**src/rtl/seg_xlate_pkg.sv**
```systemverilog
package seg_xlate_pkg;

  typedef enum logic [1:0] {
    PROT_NONE  = 2'b00,
    PROT_READ  = 2'b01,
    PROT_WRITE = 2'b10,
    PROT_EXEC  = 2'b11
  } prot_e;

  typedef enum logic [1:0] {
    FLT_OK    = 2'b00,
    FLT_BOUND = 2'b01,
    FLT_PROT  = 2'b10
  } fault_e;

endpackage

```
**src/rtl/seg_table.sv**
```systemverilog
module seg_table
  import seg_xlate_pkg::*;
#(
  parameter int NSEG   = 8,
  parameter int IDX_W  = 3,
  parameter int BASE_W = 24,
  parameter int LIM_W  = 16
) (
  input  logic              clk,
  input  logic              rst_n,
  input  logic              wr_en,
  input  logic [IDX_W-1:0]  wr_idx,
  input  logic [BASE_W-1:0] wr_base,
  input  logic [LIM_W-1:0]  wr_lim,
  input  prot_e             wr_prot,
  input  logic [IDX_W-1:0]  rd_idx,
  output logic [BASE_W-1:0] rd_base,
  output logic [LIM_W-1:0]  rd_lim,
  output prot_e             rd_prot
);

  logic [BASE_W-1:0] base_q [NSEG];
  logic [LIM_W-1:0]  lim_q  [NSEG];
  prot_e             prot_q [NSEG];
  logic [BASE_W-1:0] base_d [NSEG];
  logic [LIM_W-1:0]  lim_d  [NSEG];
  prot_e             prot_d [NSEG];
  logic [NSEG-1:0]   hit;

  // per-entry write decode
  for (genvar g = 0; g < NSEG; g++) begin : g_hit
    assign hit[g] = wr_en && (wr_idx == IDX_W'(g));
  end

  always_comb begin
    for (int i = 0; i < NSEG; i++) begin
      base_d[i] = hit[i] ? wr_base : base_q[i];
      lim_d[i]  = hit[i] ? wr_lim  : lim_q[i];
      prot_d[i] = hit[i] ? wr_prot : prot_q[i];
    end
  end

  always_ff @(posedge clk or negedge rst_n) begin
    if (!rst_n) begin
      for (int i = 0; i < NSEG; i++) begin
        base_q[i] <= '0;
        lim_q[i]  <= '1;
        prot_q[i] <= PROT_NONE;
      end
    end else begin
      for (int i = 0; i < NSEG; i++) begin
        if (hit[i]) begin
          base_q[i] <= base_d[i];
          lim_q[i]  <= lim_d[i];
          prot_q[i] <= prot_d[i];
        end
      end
    end
  end

  // read returns contents before any write in this cycle
  always_comb begin
    rd_base = '0;
    rd_lim  = '0;
    rd_prot = PROT_NONE;
    for (int i = 0; i < NSEG; i++) begin
      if (rd_idx == IDX_W'(i)) begin
        rd_base = base_q[i];
        rd_lim  = lim_q[i];
        rd_prot = prot_q[i];
      end
    end
  end

endmodule

```
**src/rtl/seg_check.sv**
```systemverilog
module seg_check
  import seg_xlate_pkg::*;
#(
  parameter int OFF_W = 16,
  parameter int PA_W  = 24
) (
  input  logic [OFF_W-1:0] off,
  input  prot_e            kind,
  input  logic [PA_W-1:0]  base,
  input  logic [OFF_W-1:0] lim,
  input  prot_e            prot,
  output fault_e           fault,
  output logic [PA_W-1:0]  pa
);

  logic over;
  logic deny;
  logic [PA_W-1:0] sum;

  always_comb begin
    over  = off > lim;
    deny  = (prot == PROT_NONE) || (kind != prot);
    sum   = base + PA_W'(off);
    if (over)      fault = FLT_BOUND;
    else if (deny) fault = FLT_PROT;
    else           fault = FLT_OK;
    pa = (over || deny) ? '0 : sum;
  end

endmodule

```
**src/rtl/seg_xlate_top.sv**
```systemverilog
module seg_xlate_top
  import seg_xlate_pkg::*;
#(
  parameter int NSEG  = 8,
  parameter int OFF_W = 16,
  parameter int PA_W  = 24,
  localparam int IDX_W = $clog2(NSEG),
  localparam int VA_W  = IDX_W + OFF_W
) (
  input  logic             clk,
  input  logic             rst_n,
  input  logic             req_valid,
  input  logic [VA_W-1:0]  req_va,
  input  logic [1:0]       req_kind,
  input  logic             wr_en,
  input  logic [IDX_W-1:0] wr_seg,
  input  logic [PA_W-1:0]  wr_base,
  input  logic [OFF_W-1:0] wr_limit,
  input  logic [1:0]       wr_prot,
  output logic             rsp_valid,
  output logic [1:0]       rsp_fault,
  output logic [PA_W-1:0]  rsp_pa
);

  logic [IDX_W-1:0] req_seg;
  logic [OFF_W-1:0] req_off;
  logic [PA_W-1:0]  ent_base;
  logic [OFF_W-1:0] ent_lim;
  prot_e            ent_prot;
  fault_e           chk_fault;
  logic [PA_W-1:0]  chk_pa;

  logic             valid_d;
  logic [1:0]       fault_d;
  logic [PA_W-1:0]  pa_d;

  assign req_seg = req_va[VA_W-1:OFF_W];
  assign req_off = req_va[OFF_W-1:0];

  seg_table #(
    .NSEG(NSEG), .IDX_W(IDX_W), .BASE_W(PA_W), .LIM_W(OFF_W)
  ) u_table (
    .clk    (clk),
    .rst_n  (rst_n),
    .wr_en  (wr_en),
    .wr_idx (wr_seg),
    .wr_base(wr_base),
    .wr_lim (wr_limit),
    .wr_prot(prot_e'(wr_prot)),
    .rd_idx (req_seg),
    .rd_base(ent_base),
    .rd_lim (ent_lim),
    .rd_prot(ent_prot)
  );

  seg_check #(.OFF_W(OFF_W), .PA_W(PA_W)) u_check (
    .off  (req_off),
    .kind (prot_e'(req_kind)),
    .base (ent_base),
    .lim  (ent_lim),
    .prot (ent_prot),
    .fault(chk_fault),
    .pa   (chk_pa)
  );

  always_comb begin
    valid_d = req_valid;
    fault_d = req_valid ? chk_fault : rsp_fault;
    pa_d    = req_valid ? chk_pa    : rsp_pa;
  end

  always_ff @(posedge clk or negedge rst_n) begin
    if (!rst_n) begin
      rsp_valid <= 1'b0;
      rsp_fault <= 2'b00;
      rsp_pa    <= '0;
    end else begin
      rsp_valid <= valid_d;
      if (req_valid) begin
        rsp_fault <= fault_d;
        rsp_pa    <= pa_d;
      end
    end
  end

endmodule

```
**config.mk**
```make
export PLATFORM = sky130hd
export DESIGN_NAME = seg_xlate_top
export DESIGN_NICKNAME = d
export VERILOG_FILES = /design/src/rtl/seg_xlate_pkg.sv /design/src/rtl/seg_table.sv /design/src/rtl/seg_check.sv /design/src/rtl/seg_xlate_top.sv
export SDC_FILE = /design/constraint.sdc
export NUM_CORES = 1
export LEC_CHECK = 0
export ABC_AREA = 1
export CAP_MARGIN = 20
export CORE_MARGIN = 4
export CORE_UTILIZATION = 35
export CTS_CLUSTER_DIAMETER = 120
export CTS_CLUSTER_SIZE = 28
export DETAILED_ROUTE_END_ITERATION = 12
export DONT_BUFFER_PORTS = 1
export MAX_ROUTING_LAYER = met4
export PLACE_DENSITY = 0.48
export SYNTH_ARGS = -nofsm -noshare
export SYNTH_HDL_FRONTEND = slang
export SYNTH_SLANG_ARGS = --single-unit
```
**constraint.sdc**
```tcl
create_clock -name clk -period 2.75 [get_ports clk]
set_clock_uncertainty 0.15 [all_clocks]
set_input_delay 0.1375 -clock clk [delete_from_list [all_inputs] [get_ports clk]]
set_output_delay 0.1375 -clock clk [all_outputs]
set_load 0.02 [all_outputs]
```
Word-level counts from Yosys, hierarchy flattened
Cells that the tools add are included.
{"block": "totals", "input_bits": 70, "elab_cells": 84, "reg_bits": 363}
{"block": "classes", "addsub": 1, "n_eq_ne": 15, "n_reduce_logical": 13, "mux": 27, "magnitude_cmp": 1}
{"operator": "24-bit 2-to-1 mux", "count": 9}
{"operator": "16-bit 2-to-1 mux", "count": 8}
{"operator": "24-bit by 16-bit adder with 24-bit output", "count": 1}
{"operator": "3-bit == test, second input constant", "count": 8}
{"operator": "2-bit 2-to-1 mux", "count": 10}
{"operator": "16-bit > comparator", "count": 1}
{"operator": "3-bit by 2-bit == test with 1-bit output, second input constant", "count": 4}
{"operator": "1-bit logical AND", "count": 8}
{"operator": "3-bit by 1-bit == test with 1-bit output, second input constant", "count": 2}
{"operator": "3-bit zero test", "count": 2}
{"operator": "2-bit zero test", "count": 1}
{"operator": "1-bit logical OR", "count": 2}
{"operator": "2-bit != test", "count": 1}

Logic depth before layout (Yosys ltp)
{"block": "logic_depth", "word_depth": 13, "mapped_depth": 28, "ltp_nobuf": 26}

By module
From an unflattened synthesis, not the netlist that was laid out.
{"block": "unflattened", "cells_unflattened": 2226, "hier_area_um2": 17833.4}
{"mod": "seg_table", "area_each_um2": 14901.8, "cells_each": 1745, "n_inst": 1}
{"mod": "seg_check", "area_each_um2": 1883.1, "cells_each": 370, "n_inst": 1}
{"mod": "seg_xlate_top", "area_each_um2": 1048.5, "cells_each": 111, "n_inst": 1}

Worst setup path after synthesis
OpenSTA, ideal clock, no wires.
{"block": "synth_timing", "path_type": "input port to flip-flop", "startpoint": "in req_va[16]", "endpoint": "reg rsp_pa[22]", "setup_slack_ns": -0.832, "arrival_time_ns": 3.315, "path_stages": 26, "n_path_buf": 3, "path_cell_list": "buf_4 nor2_4 clkbuf_1 clkbuf_1 a32oi_1 nand4_1 a21oi_1 nand2_1 o21ai_0 inv_1 ha_1 inv_1 fa_1 nand3b_1 nand2_1 inv_1 o21ai_0 nand2_1 nand2_1 nand2_1 nand2_1 nand2_1 nor2_2 nand2_1 nand3_1 nand2_1"}
{"block": "synth_via", "elab_chain_len": 13}
{"item": "from (decl)", "line_no": "seg_xlate_top.sv:13", "text": "input logic [VA_W-1:0] req_va,"}
{"item": "parallel branches: the longest is 12 deep, another holds 24-bit by 16-bit adder with 24-bit output"}
{"item": "24-bit 2-to-1 mux (*)", "line_no": "seg_check.sv:27", "text": "pa = (over || deny) ? '0 : sum;"}
{"item": "to (signal assigned)", "line_no": "seg_xlate_top.sv:81", "text": "rsp_pa <= pa_d;"}
{"item": "to (decl)", "line_no": "seg_xlate_top.sv:22", "text": "output logic [PA_W-1:0] rsp_pa"}
Every way passes the cells marked *.
A chain may end at the register's enable or synchronous reset.

Worst setup path after layout
{"block": "layout_timing", "startpoint": "reg u_table.base_q[177] (netlist bit)", "endpoint": "reg rsp_pa[18]"}
{"block": "layout_via", "elab_chain_len": 10}
{"item": "from (decl)", "line_no": "seg_table.sv:22", "text": "logic [BASE_W-1:0] base_q [NSEG];"}
{"item": "from (signal, indexed assignment)", "line_no": "seg_table.sv:53", "text": "base_q[i] <= base_d[i];"}
{"item": "24-bit 2-to-1 mux (8 in a row)", "line_no": "seg_table.sv:67", "text": "if (rd_idx == IDX_W'(i)) begin"}
{"item": "24-bit by 16-bit adder with 24-bit output", "line_no": "seg_check.sv:23", "text": "sum = base + PA_W'(off);"}
{"item": "24-bit 2-to-1 mux", "line_no": "seg_check.sv:27"}
No other way between the ends.

==> metrics.yaml <==
outcome: "finished, violations left"
violations: "negative hold slack, max-slew violations, negative setup slack"
hold_viol_final: 337
fmax_ghz: 0.3412
ant_nets: 0
crit_required_ns: 3.08
intPower_mw: 9.102
clockPowerShare_pct: 23.1
end_kind: "flip-flop"
worst_pin_slew_ns: 1.835
holdBufCountCts: 78
worstPathArrival_ns: 3.26
dpl.cell_count: 2572
dieArea_sq_um: 51330
vdd_drop_max_mv: 0.3550
place.gp.congestion: 0.8636
dr.pass1.iters: 5
cts_tree: "yes"
leakagePower_nw: 9.179
yosysWarnings: 0
cp-start-kind: "flip-flop"
n_antenna_cell: 0
post-synth-top-area-cell: "dfrtp_1"
power_switching_mw: 4.013
asyncSetResetFlopFracSynth_pct: 100.0
ys_types: 45
setup_viol: 25
path_class: "reg -> reg"
grt_pass1_vias: 13515
clkTransAtPathRegs_ns: 0.12
p_seq_share_pct: 54.4
die_w_um: 226.6
powerDensity_nw_per_um2: 645.6
p_sw_share_pct: 30.60
comb_power_share_pct: 22.5
synth_nets: 2038
rsz0062_at_grt: "true"
synth.area.top_cells: "dfrtp_1 (35%), dfstp_2 (20%), nand2_1 (13%)"
fin_crit_sh_pct: 106.6
hold_ws_ns: -0.8730
grt_pass1_wl_mm: 82.58
clock_latency_ns: 0.56
cts.sinks: 363
fin_crit_ns: 2.931
clk_path_buf_depth: 3
crit_fanout: 2
slew_headroom_pct: -22.36
first_iter_violations: 1123
cts.htree.levels: 1
syn_to_final_growth_pct: 21.49
total_power_mw: 13.12
postSynthCellCount: 1932
yosysSeqAreaShare_pct: 55.29
coreArea_sq_um: 46850
drc: 0
grt_max_degree: 364
port-buffer-count: 0
antenna_found_initial: 0
initial_utilization_pct: 35.69
final_nets: 2178
track_usage_pct: 21.33
synth-main-ff-cell: "dfrtp_1"
synth_edf_count: 0
worst_slack_ns: -0.1806
wirelength_mm: 53.23
vias: 13798
drive_gt1_share_pct: 20.29
slew_violations: 146
via_per_inst: 5.135
synth.avg_cell_area_sq_um: 8.654
cts_made_buffers: 17
fill_cells: 4713
ys_ff_latch: 363
netlist_area_sq_um: 16720
ioPinCount: 97
num_rows: 79
hpwlAfterDp_mm: 34.89
drv_cap: 0
wl_per_cell_um: 19.81
synth_top_area_share_pct: 35.17
root_buffer: "clkbuf_16"
fin_cells: 2687
hold_path_class: "in -> async"
die_y_um: 226.6
gr-total-overflow: 0
[path summary, 6_finish.rpt]
path | from | to | slack (ns) | cells after the start
setup / recovery | u_table.base_q[177] | rsp_pa[18] | -0.18 | 15
hold / removal | rst_n | u_table.base_q[18] | -0.87 | 0
setup reg to reg | u_table.base_q[177] | rsp_pa[18] | -0.18 | 15
hold reg to reg | u_table.base_q[91] | u_table.base_q[91] | 0.34 | 2
max in group asynchronous | rst_n | rsp_fault[1] | 1.86 | 0
min in group clk | wr_seg[1] | u_table.lim_q[37] | 0.02 | 4
[registers in the layout (all words and copies together), names as in the netlist]
| signal | count |
|---|---|
| u_table.base_q | 192 |
| u_table.lim_q | 128 |
| rsp_pa | 24 |
| u_table.prot_q | 16 |
| rsp_fault | 2 |
| rsp_valid | 1 |
[critical path, cell delays in order, from the launching register on]
cell and delay (ns):
dfrtp_1 0.40, a32oi_1 0.20, nand4_1 0.09, o21ai_0 0.10, o2111ai_1 0.31, ha_1 0.33, buf_4 0.13, a21o_1 0.19
a21oi_1 0.16, nand2_2 0.08, nand2_2 0.08, nand2_2 0.06, buf_4 0.14, nand3_1 0.07, nand4_1 0.20, o21ai_1 0.19
[per-layer routing]
layer	track usage (%)	routed length (um)	vias to the layer above	share of wire, %
li1	-	-	6699	-
met1	29.68	24740	6775	46
met2	34.00	25040	265	47
met3	2.343	2011	59	3.8
met4	4.753	1439	0	2.7
met5	-	0	-	0
[Yosys cell counts, types with 7 or more instances]
master    number
nand2_1      563
o21ai_0      350
dfrtp_1      235
dfstp_2      128
inv_1        114
clkbuf_1      89
a21oi_1       84
nor2_1        84
nand4_1       59
nand3_1       51
ha_1          35
a221oi_1      18
a32oi_1       16
buf_1         11
inv_2          9
o21ai_2        9
xnor2_1        9
buf_2          7
[placed cells by master (no fill, tap or decap), types with 16 or more instances in the layout]
cell           synthesis  final
nand2_1              563    547
nor2_1                84     74
inv_1                114    110
o21ai_0              350    329
dfrtp_1              235    235
o21ai_2                9     19
nand2_2                3     16
nand4_1               59     59
ha_1                  35     27
a21oi_1               84     73
dlygate4sd3_1          0     78
buf_4                  4    125
clkbuf_16              0     17
a32oi_1               16     16
nand3_1               51     44
buf_12                 0     26
dfstp_2              128    128
[cell type report]
class                   instances  area (sq um)  area share, %
flip-flops and latches        363          9244          45.51
multi-input cells            1332          7044          34.68
repair buffers                234          2296          11.30
well taps                     607         759.5          3.739
inverters                     124         475.5          2.341
clock buffers                  23         447.9          2.205
clock inverters                 4         46.29         0.2279
[power by group through the flow]
stage | Combinational [mW] | Sequential (mW) | Clock (mW)
floorplan | 1.67 | 7.05 | 0
global placement | 2.52 | 7.18 | 0
detailed placement | 2.58 | 7.19 | 0
CTS | 2.86 | 7.12 | 3.16
global route | 3.34 | 7.26 | 3.35
finish | 2.95 | 7.14 | 3.03
[logic make-up (layout without fill, tap and decap cells)]
logic type	Yosys count	count (layout)	share of synthesized area, %
simple gates	775	775	19.12
compound gates	507	507	16.57
flops	363	363	55.29
buf+inv	237	385	5.553
fa+ha+maj	36	36	2.739
xor+xnor	14	14	0.7334
[timing repair]
action | in CTS | in global routing
hold endpoints to repair | 726 | 363
buffers inserted | 10 | 3
gates resized for setup | 57 | 50
pin swaps | 26 | 28
endpoints found under the setup margin | 26 | 26
[stage by stage]
stage	hold WS (ns)	util, %	cell area, sq um	TNS (ns)	setup slack, ns
6_report	-0.8730	43.36	20310	-2.462	-0.1806
5_1_grt	-0.8936	43.36	20310	-6.802	-0.3173
4_1_cts	-0.8807	42.86	20080	-2.229	-0.1897
3_5_place_dp	-0.2816	39.49	18500	-12.98	-0.6133
3_3_place_gp	-0.2821	39.49	18500	-11.34	-0.5674
2_1_floorplan	-0.3081	-	16820	-3.052	-0.2180
Note: power is estimated with default switching activity, not from simulation.
